$ cat config.mk
export PLATFORM = sky130hd
export DESIGN_NAME = vpic
export DESIGN_NICKNAME = d
export VERILOG_FILES = /design/src/rtl/vpic_pkg.sv /design/src/rtl/vpic_arbiter.sv /design/src/rtl/vpic_nest_stack.sv /design/src/rtl/vpic.sv
export SDC_FILE = /design/constraint.sdc
export NUM_CORES = 2
export LEC_CHECK = 0
export BUFFER_PORTS_ARGS = -buffer_cell sky130_fd_sc_hd__buf_2
export CORE_MARGIN = 2
export CORE_UTILIZATION = 58
export DETAILED_ROUTE_END_ITERATION = 16
export PLACE_DENSITY = 0.77
export SETUP_SLACK_MARGIN = 0.2
export SLEW_MARGIN = 5
export SYNTH_ARGS = -nofsm -noshare
export SYNTH_HDL_FRONTEND = slang
export SYNTH_HIERARCHICAL = 1
export SYNTH_SLANG_ARGS = --single-unit
$ cat constraint.sdc
create_clock -name clk -period 63.4 [get_ports clk]
set_input_delay 12.68 -clock clk [delete_from_list [all_inputs] [get_ports clk]]
set_output_delay 12.68 -clock clk [all_outputs]
set_load 0.05 [all_outputs]
$ cat src/rtl/vpic_pkg.sv
package vpic_pkg;
    localparam int PRIO_W   = 3;  // priority field width
    localparam int TRIG_BIT = 5;  // trigger bit position in a mode word
    // control register offsets above the two per-input banks
    localparam int OFS_ACK  = 0;
    localparam int OFS_SPUR = 1;
    localparam int OFS_EOI  = 2;
    localparam int OFS_EN   = 3;
    localparam int OFS_DIS  = 4;
    localparam int OFS_CLR  = 5;
    localparam int OFS_MASK = 6;
    localparam int OFS_DBG  = 7;
    localparam int N_CTRL   = 8;
endpackage

$ cat src/rtl/vpic_arbiter.sv
module vpic_arbiter #(
    parameter int NSRC  = 32,
    parameter int PW    = 3,
    parameter int IDX_W = 5
) (
    input  logic [NSRC-1:0]         pend,
    input  logic [NSRC-1:0][PW-1:0] prio,
    output logic                    any,
    output logic [IDX_W-1:0]        idx,
    output logic [PW-1:0]           best
);
    // scan from the top down; >= lets a lower index take over an equal level
    always_comb begin
        any  = 1'b0;
        idx  = '0;
        best = '0;
        for (int i = NSRC - 1; i >= 0; i--) begin
            if (pend[i] && (!any || prio[i] >= best)) begin
                any  = 1'b1;
                idx  = IDX_W'(i);
                best = prio[i];
            end
        end
    end
endmodule

$ cat src/rtl/vpic_nest_stack.sv
module vpic_nest_stack #(
    parameter int DEPTH = 8,
    parameter int W     = 3
) (
    input  logic         clk,
    input  logic         rst_n,
    input  logic         push,
    input  logic [W-1:0] push_val,
    input  logic         pop,
    output logic         empty,
    output logic         full,
    output logic [W-1:0] top
);
    localparam int CNT_W = $clog2(DEPTH + 1);
    localparam int IDX_W = $clog2(DEPTH);

    typedef struct packed {
        logic [CNT_W-1:0]        cnt;
        logic [DEPTH-1:0][W-1:0] mem;
    } stk_t;

    stk_t st_d, st_q;
    logic [IDX_W-1:0] top_idx;

    assign empty   = (st_q.cnt == '0);
    assign full    = (st_q.cnt == CNT_W'(DEPTH));
    assign top_idx = IDX_W'(st_q.cnt - 1'b1);
    assign top     = empty ? '0 : st_q.mem[top_idx];

    always_comb begin
        st_d = st_q;
        if (pop) begin
            if (!empty) st_d.cnt = st_q.cnt - 1'b1;
        end else if (push && !full) begin
            st_d.mem[IDX_W'(st_q.cnt)] = push_val;
            st_d.cnt = st_q.cnt + 1'b1;
        end
    end

    always_ff @(posedge clk or negedge rst_n) begin
        if (!rst_n) st_q <= '0;
        else        st_q <= st_d;
    end

    p_no_overflow_r9: assert property (@(posedge clk) disable iff (!rst_n)
        st_q.cnt <= CNT_W'(DEPTH));
    p_full_push_ignored_r9: assert property (@(posedge clk) disable iff (!rst_n)
        (push && !pop && full) |=> $stable(st_q.cnt));
    p_empty_pop_ignored_r8: assert property (@(posedge clk) disable iff (!rst_n)
        (pop && empty) |=> (st_q.cnt == '0));
    p_pop_dec_r8: assert property (@(posedge clk) disable iff (!rst_n)
        (pop && !empty) |=> (st_q.cnt == $past(st_q.cnt) - 1'b1));
    p_push_top_r6: assert property (@(posedge clk) disable iff (!rst_n)
        (push && !pop && !full) |=> (top == $past(push_val)));
endmodule

$ cat src/rtl/vpic.sv
module vpic
    import vpic_pkg::*;
#(
    parameter int NSRC   = 32,  // must not exceed DATA_W
    parameter int DATA_W = 32,
    parameter int DEPTH  = 8,
    parameter int ADDR_W = $clog2(2 * NSRC + N_CTRL)
) (
    input  logic              clk,
    input  logic              rst_n,
    input  logic [NSRC-1:0]   src_n,
    input  logic [ADDR_W-1:0] addr,
    input  logic              wr_en,
    input  logic              rd_en,
    input  logic [DATA_W-1:0] wdata,
    output logic [DATA_W-1:0] rdata,
    output logic              irq_n
);
    localparam int SIDX_W = (NSRC > 1) ? $clog2(NSRC) : 1;
    localparam int CBASE  = 2 * NSRC;

    typedef struct packed {
        logic [NSRC-1:0]              en;
        logic [NSRC-1:0]              latch;
        logic [NSRC-1:0]              prev;
        logic [NSRC-1:0]              trig;
        logic [NSRC-1:0][PRIO_W-1:0]  prio;
        logic [NSRC-1:0][DATA_W-1:0]  vec;
        logic [DATA_W-1:0]            spur;
        logic [DATA_W-1:0]            rdata;
        logic                         dbg;
    } st_t;

    st_t st_d, st_q;

    logic [NSRC-1:0]   pend;
    logic              win_any, eligible, stk_empty, stk_full;
    logic [SIDX_W-1:0] win_idx;
    logic [PRIO_W-1:0] win_prio, stk_top;
    logic              ack, push, pop;

    assign pend = st_q.en & ((st_q.trig & st_q.latch) | (~st_q.trig & ~src_n));

    vpic_arbiter #(.NSRC(NSRC), .PW(PRIO_W), .IDX_W(SIDX_W)) u_arb (
        .pend (pend),
        .prio (st_q.prio),
        .any  (win_any),
        .idx  (win_idx),
        .best (win_prio)
    );

    assign eligible = win_any && (stk_empty || win_prio > stk_top);
    assign ack      = rd_en && (int'(addr) == CBASE + OFS_ACK);
    assign push     = ack && eligible;
    assign pop      = wr_en && (int'(addr) == CBASE + OFS_EOI);
    assign irq_n    = ~eligible;
    assign rdata    = st_q.rdata;

    vpic_nest_stack #(.DEPTH(DEPTH), .W(PRIO_W)) u_stk (
        .clk      (clk),
        .rst_n    (rst_n),
        .push     (push),
        .push_val (win_prio),
        .pop      (pop),
        .empty    (stk_empty),
        .full     (stk_full),
        .top      (stk_top)
    );

    always_comb begin
        int a;
        a    = int'(addr);
        st_d = st_q;
        // edge capture first, so commands and acknowledges below win over it
        st_d.latch = st_q.latch | (st_q.prev & ~src_n & st_q.trig);
        st_d.prev  = src_n;
        if (wr_en) begin
            if (a < NSRC) begin
                st_d.prio[a] = wdata[PRIO_W-1:0];
                st_d.trig[a] = wdata[TRIG_BIT];
            end else if (a < CBASE) begin
                st_d.vec[a-NSRC] = wdata;
            end else begin
                case (a - CBASE)
                    OFS_SPUR: st_d.spur  = wdata;
                    OFS_EN:   st_d.en    = st_q.en | wdata[NSRC-1:0];
                    OFS_DIS:  st_d.en    = st_q.en & ~wdata[NSRC-1:0];
                    OFS_CLR:  st_d.latch = st_d.latch & ~wdata[NSRC-1:0];
                    OFS_DBG:  st_d.dbg   = wdata[0];
                    default:  ;
                endcase
            end
        end
        if (push) st_d.latch[win_idx] = 1'b0;
        if (rd_en) begin
            st_d.rdata = '0;
            if (a < NSRC) begin
                st_d.rdata[PRIO_W-1:0] = st_q.prio[a];
                st_d.rdata[TRIG_BIT]   = st_q.trig[a];
            end else if (a < CBASE) begin
                st_d.rdata = st_q.vec[a-NSRC];
            end else begin
                case (a - CBASE)
                    OFS_ACK:  st_d.rdata = eligible ? st_q.vec[win_idx] : st_q.spur;
                    OFS_SPUR: st_d.rdata = st_q.spur;
                    OFS_MASK: st_d.rdata[NSRC-1:0] = st_q.en;
                    OFS_DBG:  st_d.rdata[0] = st_q.dbg;
                    default:  ;
                endcase
            end
        end
    end

    always_ff @(posedge clk or negedge rst_n) begin
        if (!rst_n) begin
            st_q      <= '0;
            st_q.prev <= '1;
        end else begin
            st_q <= st_d;
        end
    end

    // input assumption: one access per cycle
    p_single_access: assert property (@(posedge clk) disable iff (!rst_n)
        !(rd_en && wr_en));
    p_disable_r2: assert property (@(posedge clk) disable iff (!rst_n)
        (wr_en && int'(addr) == CBASE + OFS_DIS) |=> ((st_q.en & $past(wdata[NSRC-1:0])) == '0));
    p_clear_r4: assert property (@(posedge clk) disable iff (!rst_n)
        (wr_en && int'(addr) == CBASE + OFS_CLR) |=> ((st_q.latch & $past(wdata[NSRC-1:0])) == '0));
    p_ack_edge_r6: assert property (@(posedge clk) disable iff (!rst_n)
        (push && st_q.trig[win_idx]) |=> !st_q.latch[$past(win_idx)]);
    p_spurious_r10: assert property (@(posedge clk) disable iff (!rst_n)
        (ack && !eligible) |=> (rdata == $past(st_q.spur)));
    p_nest_gate_r7: assert property (@(posedge clk) disable iff (!rst_n)
        (!irq_n && !stk_empty) |-> (win_prio > stk_top));
endmodule

==> results by group <==
Status
  • Status: finished with violations
  • Violations in the final reports: negative setup slack

Drt
  • WL/cell: about 33 µm
  • Detail-routed via count per cell: ~7.2
  • Post-route DRC: 0
  • 1st-iter DRT viols: between 7000 and 8000
  • Final routed wirelength across all metal layers: 265.9 mm
  • Number of iterations in the first detailed-routing pass: 6
  • Remaining number of nets flagged by the antenna check after routing: 0
  • Routed via count: slightly below 60000

Timing
  • Skew final: between 0.02 and 0.03 ns
  • Minimum period implied by the final worst setup slack: between 60 and 70 ns
  • Worst Tran Pin Value: 1.264 ns
  • Worst Setup Slack, final: -0.3639 ns
  • Count of endpoints failing setup in the final report: 1
  • Setup Total Neg Slack: -0.3639 ns
  • Final critical-path share of the clock period: 1.006
  • Number of failing hold endpoints at the final stage: 0
  • Achievable frequency: 15.68 MHz
  • Slew margin rel.: 0.1355
  • RSZ-0062 raised after global routing: true
  • Pins over their slew limit: 0

Setup path
  • Type of element capturing the critical path: primary output
  • Top cell family by delay on the critical path: compound AO/OA/AOI/OAI gates
  • Critical path class: input port to primary output
  • Highest cell delay on the worst timing path: 0.42 ns
  • Top fanout value on the critical path: 5
  • Arrival time of the worst setup path: ~51 ns
  • Buffers plus inverters on the worst setup path: 32
  • Crit-path slowest cell: sky130_fd_sc_hd__a2111o_1
  • Category of the worst setup path launch point: input port
  • Data required time of the worst path: roughly 51 ns

Clocking
  • Clock slew at the register clock pins of the worst setup and hold paths: 0.06 ns
  • CTS Buf Count: about 140
  • CTS tree: done
  • Number of sinks handled by clock tree synthesis: 1341
  • Library cell used as clock root buffer: sky130_fd_sc_hd__clkbuf_16
  • Clock latency of the later-clocked register in the worst-skew pair: slightly below 0.8 ns
  • CTS H-tree depth: 4
  • Maximum count of clock buffers along a single path: 3

Global route
  • Initial antenna violation count: 22
  • Pin count of the biggest net entering global routing: 177
  • Global router's overall resource usage: 0.3920
  • Number of global-route vias before repair: 56901
  • First-pass GRT wire length: approximately 380 mm
  • Congestion Overflow GR: 0

Logic synthesis
  • Mean area per synthesized cell: about 12 µm²
  • Warnings from Yosys: 6
  • Syn Inst Count: approximately 6100
  • Synth Cell Area: about 76000 µm²
  • Net count of the mapped netlist: around 6200

Power and ir drop
  • Leakage: just under 40 nW
  • Fraction of power consumed by combinational cells: 0.470
  • Power share of the sequential group: 0.289
  • Clock network fraction of design power: 0.241
  • Overall power consumption: 0.003451 W
  • Cell-internal power: about 0.0021 W
  • Power density normalized to cell area: 40.58 nW/µm²
  • Power dissipated by switching net loads: approximately 0.0013 W
  • Fraction of power spent switching nets: 0.3907
  • Maximum vdd ir drop: slightly above 0.07 mV

Placed design
  • Routability cong.: 0.9653
  • Number of port buffers: about 110
  • HPWL reported at the end of detailed placement: ~150 mm

Floorplanning
  • Chip Width: between 300 and 400 µm
  • DIE HEIGHT: 365.3 µm
  • Number of standard-cell rows in the floorplan: ~130
  • Core area: 129500 µm²
  • Top Ports: between 100 and 150
  • Total die area: 133400 µm²
  • Starting density of the core: 0.5846

Finish
  • Utilization after layout: 0.6568
  • Relative area change from synthesis to final layout: 12.34%
  • Fill cells: ~9400
  • Post-layout net count: around 6300
  • Ratio of cells with drive above 1 in the final layout: 0.4089

Job
  • Number of maximum-capacitance constraint violations: 0

Hold path
  • Kind of path behind the tightest hold check: flop to flop
-- placed cells by master (no fill, tap or decap), types with 27 or more instances in the layout --
cell and n:
sky130_fd_sc_hd__dfrtp_1 1309, sky130_fd_sc_hd__mux2_2 1181, sky130_fd_sc_hd__mux2i_1 565, sky130_fd_sc_hd__buf_4 376, sky130_fd_sc_hd__a22oi_1 300, sky130_fd_sc_hd__nand2_1 257, sky130_fd_sc_hd__mux4_2 257, sky130_fd_sc_hd__nor2_1 154
sky130_fd_sc_hd__clkbuf_16 141, sky130_fd_sc_hd__a21oi_1 134, sky130_fd_sc_hd__o21ai_0 110, sky130_fd_sc_hd__buf_2 100, sky130_fd_sc_hd__inv_1 79, sky130_fd_sc_hd__a31oi_1 79, sky130_fd_sc_hd__nand4_1 65, sky130_fd_sc_hd__nand3_1 53
sky130_fd_sc_hd__mux2_1 51, sky130_fd_sc_hd__a211oi_1 46, sky130_fd_sc_hd__ha_1 46, sky130_fd_sc_hd__and2_1 42, sky130_fd_sc_hd__o211ai_1 39, sky130_fd_sc_hd__nand2_2 36, sky130_fd_sc_hd__nor2_4 33, sky130_fd_sc_hd__clkbuf_1 32
sky130_fd_sc_hd__dfstp_2 32, sky130_fd_sc_hd__nor2b_1 29, sky130_fd_sc_hd__nor3_1 29, sky130_fd_sc_hd__clkbuf_8 27
-- worst reg2reg max path: cells and delay by family, from the launching register on --
| kind | cells | cell delay [ns] |
|---|---|---|
| compound gates | 80 | 13.44 |
| simple gates | 89 | 12.16 |
| fa+ha+maj | 31 | 7.97 |
| buf+inv | 34 | 6.12 |
| mux | 6 | 1.54 |
| flops | 1 | 0.43 |
-- metal layers --
layer,global-route usage,wire [µm],vias up
li1,-,-,23125
met1,0.5045,97650,29774
met2,0.5749,115500,3963
met3,0.1206,32040,1164
met4,0.2556,20540,22
met5,0.001089,152,-
-- power by group through the flow --
stage          sequential [W]  clock, W  combinational [W]
6_report             0.000997  0.000831            0.00162
5_1_grt               0.00100  0.000867            0.00168
4_1_cts              0.000992  0.000832            0.00150
3_5_place_dp          0.00101         0            0.00145
3_3_place_gp          0.00100         0            0.00143
2_1_floorplan        0.000982         0            0.00108
-- final timing paths --
check                              start             to  slack [ns]  depth (start not counted)
max                            src_n[31]          irq_n       -0.36                        236
min reg2reg                u_stk/st_q[7]  u_stk/st_q[7]        0.50                          1
min in group asynchronous          rst_n      st_q[118]       12.02                          1
min                        u_stk/st_q[7]  u_stk/st_q[7]        0.50                          1
max reg2reg                   st_q[1216]      rdata[27]       21.68                        240
max in group asynchronous          rst_n     st_q[1172]       47.31                          5
-- layout make-up --
| cell class | count | area (µm²) | area share |
|---|---|---|---|
| antenna | 14 | 35.03 | 0.0004120 |
| clock buffer | 200 | 4020 | 0.04727 |
| clock inverter | 40 | 493.0 | 0.005797 |
| inverter | 88 | 330.3 | 0.003884 |
| multi-input combinational | 4109 | 40660 | 0.4781 |
| sequential | 1341 | 33600 | 0.3951 |
| tap | 1742 | 2180 | 0.02563 |
| timing repair buffer | 504 | 3729 | 0.04385 |
-- flip-flops by register name, indices dropped and copies added, names as in the netlist, named ones only --
signal      flops
st_q         1249
u_stk/st_q     28
rdata          32
-- per-stage QoR --
| step | hold slack (ns) | instances | setup slack, ns | cell area, µm² |
|---|---|---|---|---|
| after floorplan | 0.4697 | 6084 | 0.2033 | 76120 |
| after global placement | 0.4798 | 7681 | -0.04047 | 78290 |
| after detailed placement | 0.4886 | 7681 | -1.278 | 78290 |
| after CTS | 0.4981 | 7987 | 0.2104 | 83750 |
| after global routing | 0.5148 | 8029 | -2.011 | 85020 |
| final | 0.4969 | 8038 | -0.3639 | 85040 |
-- what timing repair did --
action,4_1_cts,5_1_grt
hold buffers,0,0
endpoints found under the setup margin,1,1
resized for setup,104,186
pin swaps,92,158
buffers inserted,66,37
Note: power is estimated with default switching activity, not from simulation.
